### src/rtl/gd_pkg.sv
package gd_pkg;
  typedef enum logic [1:0] {
    ST_OK     = 2'd0,
    ST_FAULT  = 2'd1,
    ST_SETTLE = 2'd2
  } err_state_t;
endpackage

### src/rtl/gd_ref_sync.sv
module gd_ref_sync (
  input  logic clk,
  input  logic rst,
  input  logic ref_in,
  output logic ref_rise
);
  logic [2:0] sh_q;

  always_ff @(posedge clk) begin
    if (rst) sh_q <= 3'b000;
    else     sh_q <= {sh_q[1:0], ref_in};
  end

  // rising edge seen after the two synchronizing stages
  assign ref_rise = sh_q[1] & ~sh_q[2];
endmodule

### src/rtl/gd_rate_meter.sv
module gd_rate_meter #(
  parameter int CNT_W = 16
) (
  input  logic             clk,
  input  logic             rst,
  input  logic             ref_rise,
  input  logic [CNT_W-1:0] thresh,
  output logic             slow
);
  localparam logic [CNT_W-1:0] CNT_MAX = {CNT_W{1'b1}};

  logic [CNT_W-1:0] cnt_q;
  logic [CNT_W-1:0] cnt_inc;
  logic             primed_q;
  logic             slow_q;

  // cycles in the current period, including the edge cycle, saturating
  assign cnt_inc = (cnt_q == CNT_MAX) ? CNT_MAX : cnt_q + 1'b1;

  always_ff @(posedge clk) begin
    if (rst) begin
      cnt_q    <= '0;
      primed_q <= 1'b0;
      slow_q   <= 1'b1;
    end else if (ref_rise) begin
      cnt_q    <= '0;
      primed_q <= 1'b1;
      if (primed_q) slow_q <= (cnt_inc < thresh);
    end else begin
      cnt_q <= cnt_inc;
    end
  end

  assign slow = slow_q;
endmodule

### src/rtl/gd_tick_gen.sv
module gd_tick_gen #(
  parameter int T0_DIV = 4,
  parameter int PRE_W  = 4
) (
  input  logic clk,
  input  logic rst,
  output logic pre_wrap
);
  localparam int DIV_W = (T0_DIV > 1) ? $clog2(T0_DIV) : 1;
  localparam logic [DIV_W-1:0] DIV_LAST = DIV_W'(T0_DIV - 1);

  logic [DIV_W-1:0] div_q;
  logic [PRE_W-1:0] pre_q;
  logic             t0_tick;

  assign t0_tick = (div_q == DIV_LAST);

  always_ff @(posedge clk) begin
    if (rst) begin
      div_q <= '0;
      pre_q <= '0;
    end else begin
      div_q <= t0_tick ? '0 : div_q + 1'b1;
      if (t0_tick) pre_q <= pre_q + 1'b1;
    end
  end

  assign pre_wrap = t0_tick & (&pre_q);
endmodule

### src/rtl/gd_err_ctrl.sv
module gd_err_ctrl
  import gd_pkg::*;
#(
  parameter int REL_WRAPS = 2
) (
  input  logic clk,
  input  logic rst,
  input  logic armed,
  input  logic slow,
  input  logic pre_wrap,
  output logic err_n
);
  localparam int REC_W = $clog2(REL_WRAPS + 1);
  localparam logic [REC_W-1:0] REC_LAST = REC_W'(REL_WRAPS - 1);

  err_state_t       st_q, st_d;
  logic [REC_W-1:0] rec_q;
  logic             rec_done;
  logic             err_n_q;

  assign rec_done = (st_q == ST_SETTLE) && pre_wrap && (rec_q == REC_LAST);

  always_comb begin
    st_d = st_q;
    if (!armed)     st_d = ST_OK;
    else if (slow)  st_d = ST_FAULT;
    else begin
      case (st_q)
        ST_FAULT:  st_d = ST_SETTLE;
        ST_SETTLE: if (rec_done) st_d = ST_OK;
        default:   st_d = ST_OK;
      endcase
    end
  end

  always_ff @(posedge clk) begin
    if (rst) begin
      st_q    <= ST_OK;
      rec_q   <= '0;
      err_n_q <= 1'b1;
    end else begin
      st_q    <= st_d;
      err_n_q <= (st_d == ST_OK);
      if (st_q != ST_SETTLE || !armed || slow) rec_q <= '0;
      else if (pre_wrap)                       rec_q <= rec_q + 1'b1;
    end
  end

  assign err_n = err_n_q;
endmodule

### src/rtl/sysclk_guard.sv
module sysclk_guard #(
  parameter int CNT_W     = 16,
  parameter int T0_DIV    = 4,
  parameter int PRE_W     = 4,
  parameter int REL_WRAPS = 2
) (
  input  logic             clk,
  input  logic             rst,
  input  logic             ref_in,
  input  logic             arm_we,
  input  logic             arm_d,
  input  logic [CNT_W-1:0] thresh,
  output logic             err_n,
  output logic             too_slow
);
  logic arm_q;
  logic ref_rise;
  logic slow;
  logic pre_wrap;

  // enable bit comes out of reset set
  always_ff @(posedge clk) begin
    if (rst)         arm_q <= 1'b1;
    else if (arm_we) arm_q <= arm_d;
  end

  gd_ref_sync u_sync (
    .clk      (clk),
    .rst      (rst),
    .ref_in   (ref_in),
    .ref_rise (ref_rise)
  );

  gd_rate_meter #(.CNT_W(CNT_W)) u_meter (
    .clk      (clk),
    .rst      (rst),
    .ref_rise (ref_rise),
    .thresh   (thresh),
    .slow     (slow)
  );

  gd_tick_gen #(.T0_DIV(T0_DIV), .PRE_W(PRE_W)) u_tick (
    .clk      (clk),
    .rst      (rst),
    .pre_wrap (pre_wrap)
  );

  gd_err_ctrl #(.REL_WRAPS(REL_WRAPS)) u_err (
    .clk      (clk),
    .rst      (rst),
    .armed    (arm_q),
    .slow     (slow),
    .pre_wrap (pre_wrap),
    .err_n    (err_n)
  );

  assign too_slow = slow;
endmodule

### config.mk
export PLATFORM = sky130hd
export DESIGN_NAME = sysclk_guard
export DESIGN_NICKNAME = d
export VERILOG_FILES = /design/src/rtl/gd_pkg.sv /design/src/rtl/gd_ref_sync.sv /design/src/rtl/gd_rate_meter.sv /design/src/rtl/gd_tick_gen.sv /design/src/rtl/gd_err_ctrl.sv /design/src/rtl/sysclk_guard.sv
export SDC_FILE = /design/constraint.sdc
export NUM_CORES = 1
export LEC_CHECK = 0
export CELL_PAD_IN_SITES_DETAIL_PLACEMENT = 2
export CELL_PAD_IN_SITES_GLOBAL_PLACEMENT = 2
export CORE_UTILIZATION = 37
export CTS_CLUSTER_SIZE = 30
export DETAILED_ROUTE_END_ITERATION = 10
export GPL_TIMING_DRIVEN = 0
export HOLD_SLACK_MARGIN = 0.1
export PLACE_DENSITY_LB_ADDON = 0.1
export SETUP_SLACK_MARGIN = 0.15
export SYNTH_ARGS = -nofsm -noshare
export SYNTH_HDL_FRONTEND = slang
export SYNTH_HIERARCHICAL = 1
export SYNTH_SLANG_ARGS = --single-unit
### constraint.sdc
create_clock -name clk -period 3.8 [get_ports clk]
set_input_delay 0.95 -clock clk [delete_from_list [all_inputs] [get_ports clk]]
set_output_delay 0.95 -clock clk [all_outputs]
set_load 0.03 [all_outputs]
Word-level counts from Yosys, hierarchy flattened
Index checks and enable logic that the tools add are counted.
{"block": "totals", "ff_bits": 33, "input_bits": 21, "out_inout_bits": 2}
{"block": "classes", "add_sub_neg": 4, "order_cmp": 1, "eq_ne": 6, "n_mux": 5, "n_bitwise": 3, "reduce_logical": 11}
{"operator": "16-bit by 1-bit adder with 16-bit output, second input constant", "count": 1}
{"operator": "16-bit == test, second input constant", "count": 1}
{"operator": "16-bit < comparator", "count": 1}
{"operator": "16-bit two-way mux", "count": 1}
{"operator": "2-bit two-way mux", "count": 3}
{"operator": "2-bit OR reduction", "count": 3}
{"operator": "2-bit by 1-bit adder with 2-bit output, second input constant", "count": 2}
{"operator": "4-bit by 1-bit adder with 4-bit output, second input constant", "count": 1}
{"operator": "2-bit by 1-bit == test with 1-bit output, second input constant", "count": 2}
{"operator": "2-bit == test, second input constant", "count": 2}
{"operator": "2-bit one-hot mux with 2 select lines", "count": 1}
{"operator": "4-bit AND reduction", "count": 1}
{"operator": "1-bit bitwise AND", "count": 2}
{"operator": "1-bit logical AND", "count": 2}
{"operator": "2-bit logical NOT", "count": 1}
{"operator": "1-bit logical OR", "count": 2}
{"operator": "2-bit inequality test, second input constant", "count": 1}
{"operator": "2-bit AND reduction", "count": 1}
{"operator": "1-bit logical NOT", "count": 1}
{"operator": "1-bit inverter", "count": 1}

Depth between registers and ports, before layout
{"block": "logic_depth", "depth_word": 9, "depth_mapped": 11, "depth_no_buf": 10}

By module
Netlist, hierarchy kept.
{"mod": "gd_rate_meter", "n_inst": 1, "cells_each": 158, "area_per_inst_um2": 1327.5, "seq_area_each_um2": 360.3}
{"mod": "gd_tick_gen", "n_inst": 1, "cells_each": 23, "area_per_inst_um2": 274.0, "seq_area_each_um2": 120.1}
{"mod": "gd_err_ctrl", "n_inst": 1, "cells_each": 24, "area_per_inst_um2": 245.2, "seq_area_each_um2": 100.1}
{"mod": "gd_ref_sync", "n_inst": 1, "cells_each": 7, "area_per_inst_um2": 87.6, "seq_area_each_um2": 60.1}
{"mod": "sysclk_guard", "n_inst": 1, "cells_each": 3, "area_per_inst_um2": 35.0, "seq_area_each_um2": 20.0}

Worst setup path after synthesis
Ideal clock, no wire load.
{"block": "synth_path", "kind": "register to register", "from": "register u_meter.cnt_q[0]", "to": "register u_meter.slow_q, in the netlist u_meter/slow", "setup_time_ps": 125, "arrival_ps": 2443, "t_required_ps": 3675, "slack_ps": 1232, "path_stages_with_launch": 10, "n_path_buf": 0, "synth_period_minus_slack_ps": 2568, "path_cell_list": "dfxtp_1 -> ha_1 -> nand3_1 -> nor4_1 -> mux2_2 -> ha_1 -> nand4_1 -> a2111oi_0 -> o211a_1 -> a211oi_1"}
{"block": "synth_between", "elab_chain_len": 3, "elab_cells_between_ends": 4, "cone_classes": "1 x add/sub; 1 x order compare; 1 x eq/ne; 1 x mux"}
{"item": "start, declared", "line": "gd_rate_meter.sv:12", "rtl": "logic [CNT_W-1:0] cnt_q;"}
{"item": "start signal, assigned", "line": "gd_rate_meter.sv:30", "rtl": "cnt_q <= cnt_inc;"}
{"item": "16-bit by 1-bit adder with 16-bit output or 16-bit == test (tied branches)", "line": "gd_rate_meter.sv:18", "rtl": "assign cnt_inc = (cnt_q == CNT_MAX) ? CNT_MAX : cnt_q + 1'b1;"}
{"item": "16-bit two-way mux (*)", "line": "gd_rate_meter.sv:18"}
{"item": "named net u_meter.cnt_inc[14]", "line": "gd_rate_meter.sv:13", "rtl": "logic [CNT_W-1:0] cnt_inc;"}
{"item": "16-bit < comparator (*)", "line": "gd_rate_meter.sv:28", "rtl": "if (primed_q) slow_q <= (cnt_inc < thresh);"}
{"item": "end signal, assigned", "line": "gd_rate_meter.sv:28"}
{"item": "end, declared", "line": "gd_rate_meter.sv:15", "rtl": "logic slow_q;"}
The timed path passes the listed nets; every way through them passes the cells marked *.
A chain may end at the register's enable or synchronous reset.

Final worst setup path
Same ends and word-level chain as after synthesis.

==> results_dict.tcl <==
set metrics [dict create \
    status "finished clean" \
    floorplan.initialDensity_pct 38.6 \
    fin_worst_skew_ps 6.52 \
    core_region_area_sq_mm 0.00511 \
    report.final.hold_viol_count 0 \
    asyncSetResetFlopFracSynth_pct 0 \
    cts_buffers 5 \
    endpoint_kind "flop" \
    synth_flop_cell "sky130_fd_sc_hd__dfxtp_1" \
    netSwitchingFraction_pct 24.8 \
    clock_tree.buffer_depth 2 \
    worst_ep_arrival_time_ps 3380 \
    synth_nets 257 \
    route.vias.total 1641 \
    port-buffer-count 22 \
    grt_start_max_net_pins 14 \
    pwr_density_cell_mw_per_mm2 297 \
    startpoint_type "flop" \
    ys_top_cells_by_area "sky130_fd_sc_hd__dfxtp_1 (34%), sky130_fd_sc_hd__ha_1 (13%), sky130_fd_sc_hd__inv_1 (3.8%)" \
    power.share.sequential_pct 52.1 \
    cts.htree.levels 2 \
    synth_top_area_share_pct 33.5 \
    max_slew.worst_pin.slew_ps 732 \
    tritoncts_clock_tree "yes" \
    viasPerCell 5.21 \
    final-max-slew-violation-count 0 \
    r2r_setup_slack_ps 580 \
    synth_sequential_area_ratio_pct 33.5 \
    clock_latency_ps 280 \
    worst-setup-path-type "flop to flop" \
    maxCapViolCount 0 \
    critical_path.endpoint "u_meter/slow" \
    gp_routability_congestion 0.838 \
    synth.yosys.warnings 6 \
    critical_path.reg2reg.startpoint "u_meter/cnt_q[0]" \
    post_synthesis_cell_area_sq_mm 0.00197 \
    number_of_antenna_violations_at_the_first_check_in_global_routing 0 \
    rr_endpoint "u_meter/slow" \
    die_outline_area_sq_mm 0.00562 \
    detail_route.iter0.violations 48 \
    grt.overflow.total 0 \
    std_cell_rows 26 \
    cts_resized 0 \
    areaGrowthSynthToFinish_pct 19.8 \
    drt_first_pass_iters 3 \
    clock_power_share_pct 36.4 \
    route.antenna.remaining_nets 0 \
    final.hold.worst_slack_ps 440 \
    post_cts_buffers 0 \
    cts_sink_cnt 33 \
    io_pins 23 \
    final_hpwl_from_detailed_placement_mm 3.87 \
    routed_wl_mm 4.78 \
    distinct_cells_synth 48 \
    post_cts_hold_buffer_count 0 \
    synth_edf_count 0 \
    chipWidth_um 75.0 \
    drive_gt1_share_pct 13.1 \
    global_route_wire_length_before_repair_mm 8.38 \
    max_freq_mhz 311 \
    power_leakage_uw 0.00101 \
    cp-startpoint "u_meter/cnt_q[0]" \
    post_layout_nonfiller_instances 315 \
    holdCritPathClass "flop to flop" \
    wl_per_cell_um 15.2 \
    combPwrFrac_pct 11.5 \
    post-route-drc-count 0 \
    ctsRootBufferMaster "sky130_fd_sc_hd__clkbuf_8" \
    cell_internal_pwr_uw 528 \
    first_global_vias 1795 \
    syn-mean-instance-area_sq_um 9.16 \
    post_synth_inst_count 215 \
    synth_largest_area_cell "sky130_fd_sc_hd__dfxtp_1" \
    synthMostInstantiatedCell "sky130_fd_sc_hd__dfxtp_1" \
    slew_headroom_pct 50.0 \
    place_inst 307 \
    antenna-diode-count 0 \
    finalSetupViolCount 0 \
    netSwitchingPower_uw 174 \
    ir_drop_v 0.000156 \
    grt_util_all_layers_pct 19.8 \
    worst-r2r-cell-count 9 \
    yosys-top-cells-count "sky130_fd_sc_hd__dfxtp_1 (33), sky130_fd_sc_hd__ha_1 (21), sky130_fd_sc_hd__inv_1 (20)" \
    critPathMaxFanout 9 \
    min_delay_src "u_tick/div_q[0]" \
    timing.setup.tns_ps 0 \
    flip_flop_and_latch_count_after_synthesis 33 \
    rsz_0062_raised_after_global_routing "no" \
    cts.reportedPaths.clkPinSlew_ps 70 \
    nets 286 \
    floorplan.die.height_um 75.0 \
    finalCriticalPeriod_ps 3220 \
    timing.final.crit_share_pct 84.7 \
    worst-endpoint-required_ps 3960 \
]
==> kinds of logic after synthesis <==
group / Yosys count / synth area share, %
AOI/OAI and AO/OA: 37 / 13.4
DFF: 33 / 33.5
adders and majority gates: 21 / 13.3
xor gates and xnor gates: 8 / 3.56
buffers and inverters: 26 / 6.29
muxes: 6 / 3.56
and+or+nand+nor: 84 / 26.3
==> cell usage in the layout (no fill, tap or decap), types with 4 or more instances in the layout <==
master                            synthesis  layout
sky130_fd_sc_hd__ha_1                    21      21
sky130_fd_sc_hd__nand4_1                  6       6
sky130_fd_sc_hd__a21oi_2                  4       4
sky130_fd_sc_hd__nand3_1                  6       6
sky130_fd_sc_hd__nor3_1                   7       7
sky130_fd_sc_hd__nor4_1                   4       4
sky130_fd_sc_hd__clkbuf_8                 0       5
sky130_fd_sc_hd__a31oi_1                  5       5
sky130_fd_sc_hd__clkbuf_1                 3       4
sky130_fd_sc_hd__nand2_1                 16      16
sky130_fd_sc_hd__nor3b_1                  7       7
sky130_fd_sc_hd__inv_1                   20      20
sky130_fd_sc_hd__clkdlybuf4s50_1          0      22
sky130_fd_sc_hd__xnor2_1                  5       5
sky130_fd_sc_hd__nor2b_1                  7       7
sky130_fd_sc_hd__dfxtp_1                 33      33
sky130_fd_sc_hd__a21oi_1                 10      10
sky130_fd_sc_hd__nor2_1                  14      14
sky130_fd_sc_hd__mux2_2                   4       4
==> worst min path at each step <==
stage / to / slack (ps) / cells past startpoint
floorplan: u_tick/div_q[0] / 400 / 1
finish: u_tick/div_q[0] / 440 / 1
detailed placement: u_tick/div_q[0] / 430 / 1
global placement: u_tick/div_q[0] / 410 / 1
CTS: u_tick/div_q[0] / 440 / 1
global route: u_tick/div_q[0] / 460 / 1
==> cell type report <==
class / count / area (sq um)
plain buffers: 6 / 48.8
clock buffers: 6 / 72.6
clock inverters: 2 / 10.0
fillers: 567 / 2750
inverters: 20 / 75.1
multi-input cells: 156 / 1180
flip-flops and latches: 33 / 661
well taps: 70 / 87.6
repair buffers: 22 / 220
==> through the flow <==
step                setup slack, ps  total power [uW]  util [%]  area (sq um)
detailed placement              573               454      44.6          2280
CTS                             533               715      46.2          2360
floorplan                      1230               415         -          1970
finish                          580               701      46.2          2360
global route                    425               740      46.2          2360
global placement                671               446      44.6          2280
==> critical path: stages (launching register included) <==
cell,delay (ps)
sky130_fd_sc_hd__dfxtp_1,430
sky130_fd_sc_hd__ha_1,240
sky130_fd_sc_hd__nand3_1,270
sky130_fd_sc_hd__nor4_1,280
sky130_fd_sc_hd__mux2_2,410
sky130_fd_sc_hd__ha_1,310
sky130_fd_sc_hd__nand4_1,110
sky130_fd_sc_hd__a2111oi_0,690
sky130_fd_sc_hd__o31a_1,290
sky130_fd_sc_hd__a211oi_1,60
==> power groups by stage <==
stage | registers, uW | logic (uW) | clock network, uW
after CTS | 365 | 82.3 | 267
final | 365 | 80.4 | 255
after global placement | 372 | 74.5 | 0
after detailed placement | 373 | 80.9 | 0
after floorplan | 373 | 41.7 | 0
after global routing | 367 | 91.3 | 282
==> metal layers <==
layer	up-vias	GRT usage (%)	wire (um)
li1	823	-	-
met1	794	23.6	2120
met2	14	34.2	2450
met3	10	4.69	102
met4	0	7.76	102
met5	-	0	0
==> registers in the layout, indices dropped and copies added (netlist names) <==
signal / flops
u_meter/cnt_q: 16
u_tick/pre_q: 4
u_sync/sh_q: 3
u_err/rec_q: 2
u_err/st_q: 2
u_tick/div_q: 2
arm_q: 1
u_err/err_n: 1
u_meter/primed_q: 1
u_meter/slow: 1
No activity file was read; power rests on OpenSTA's default activity.
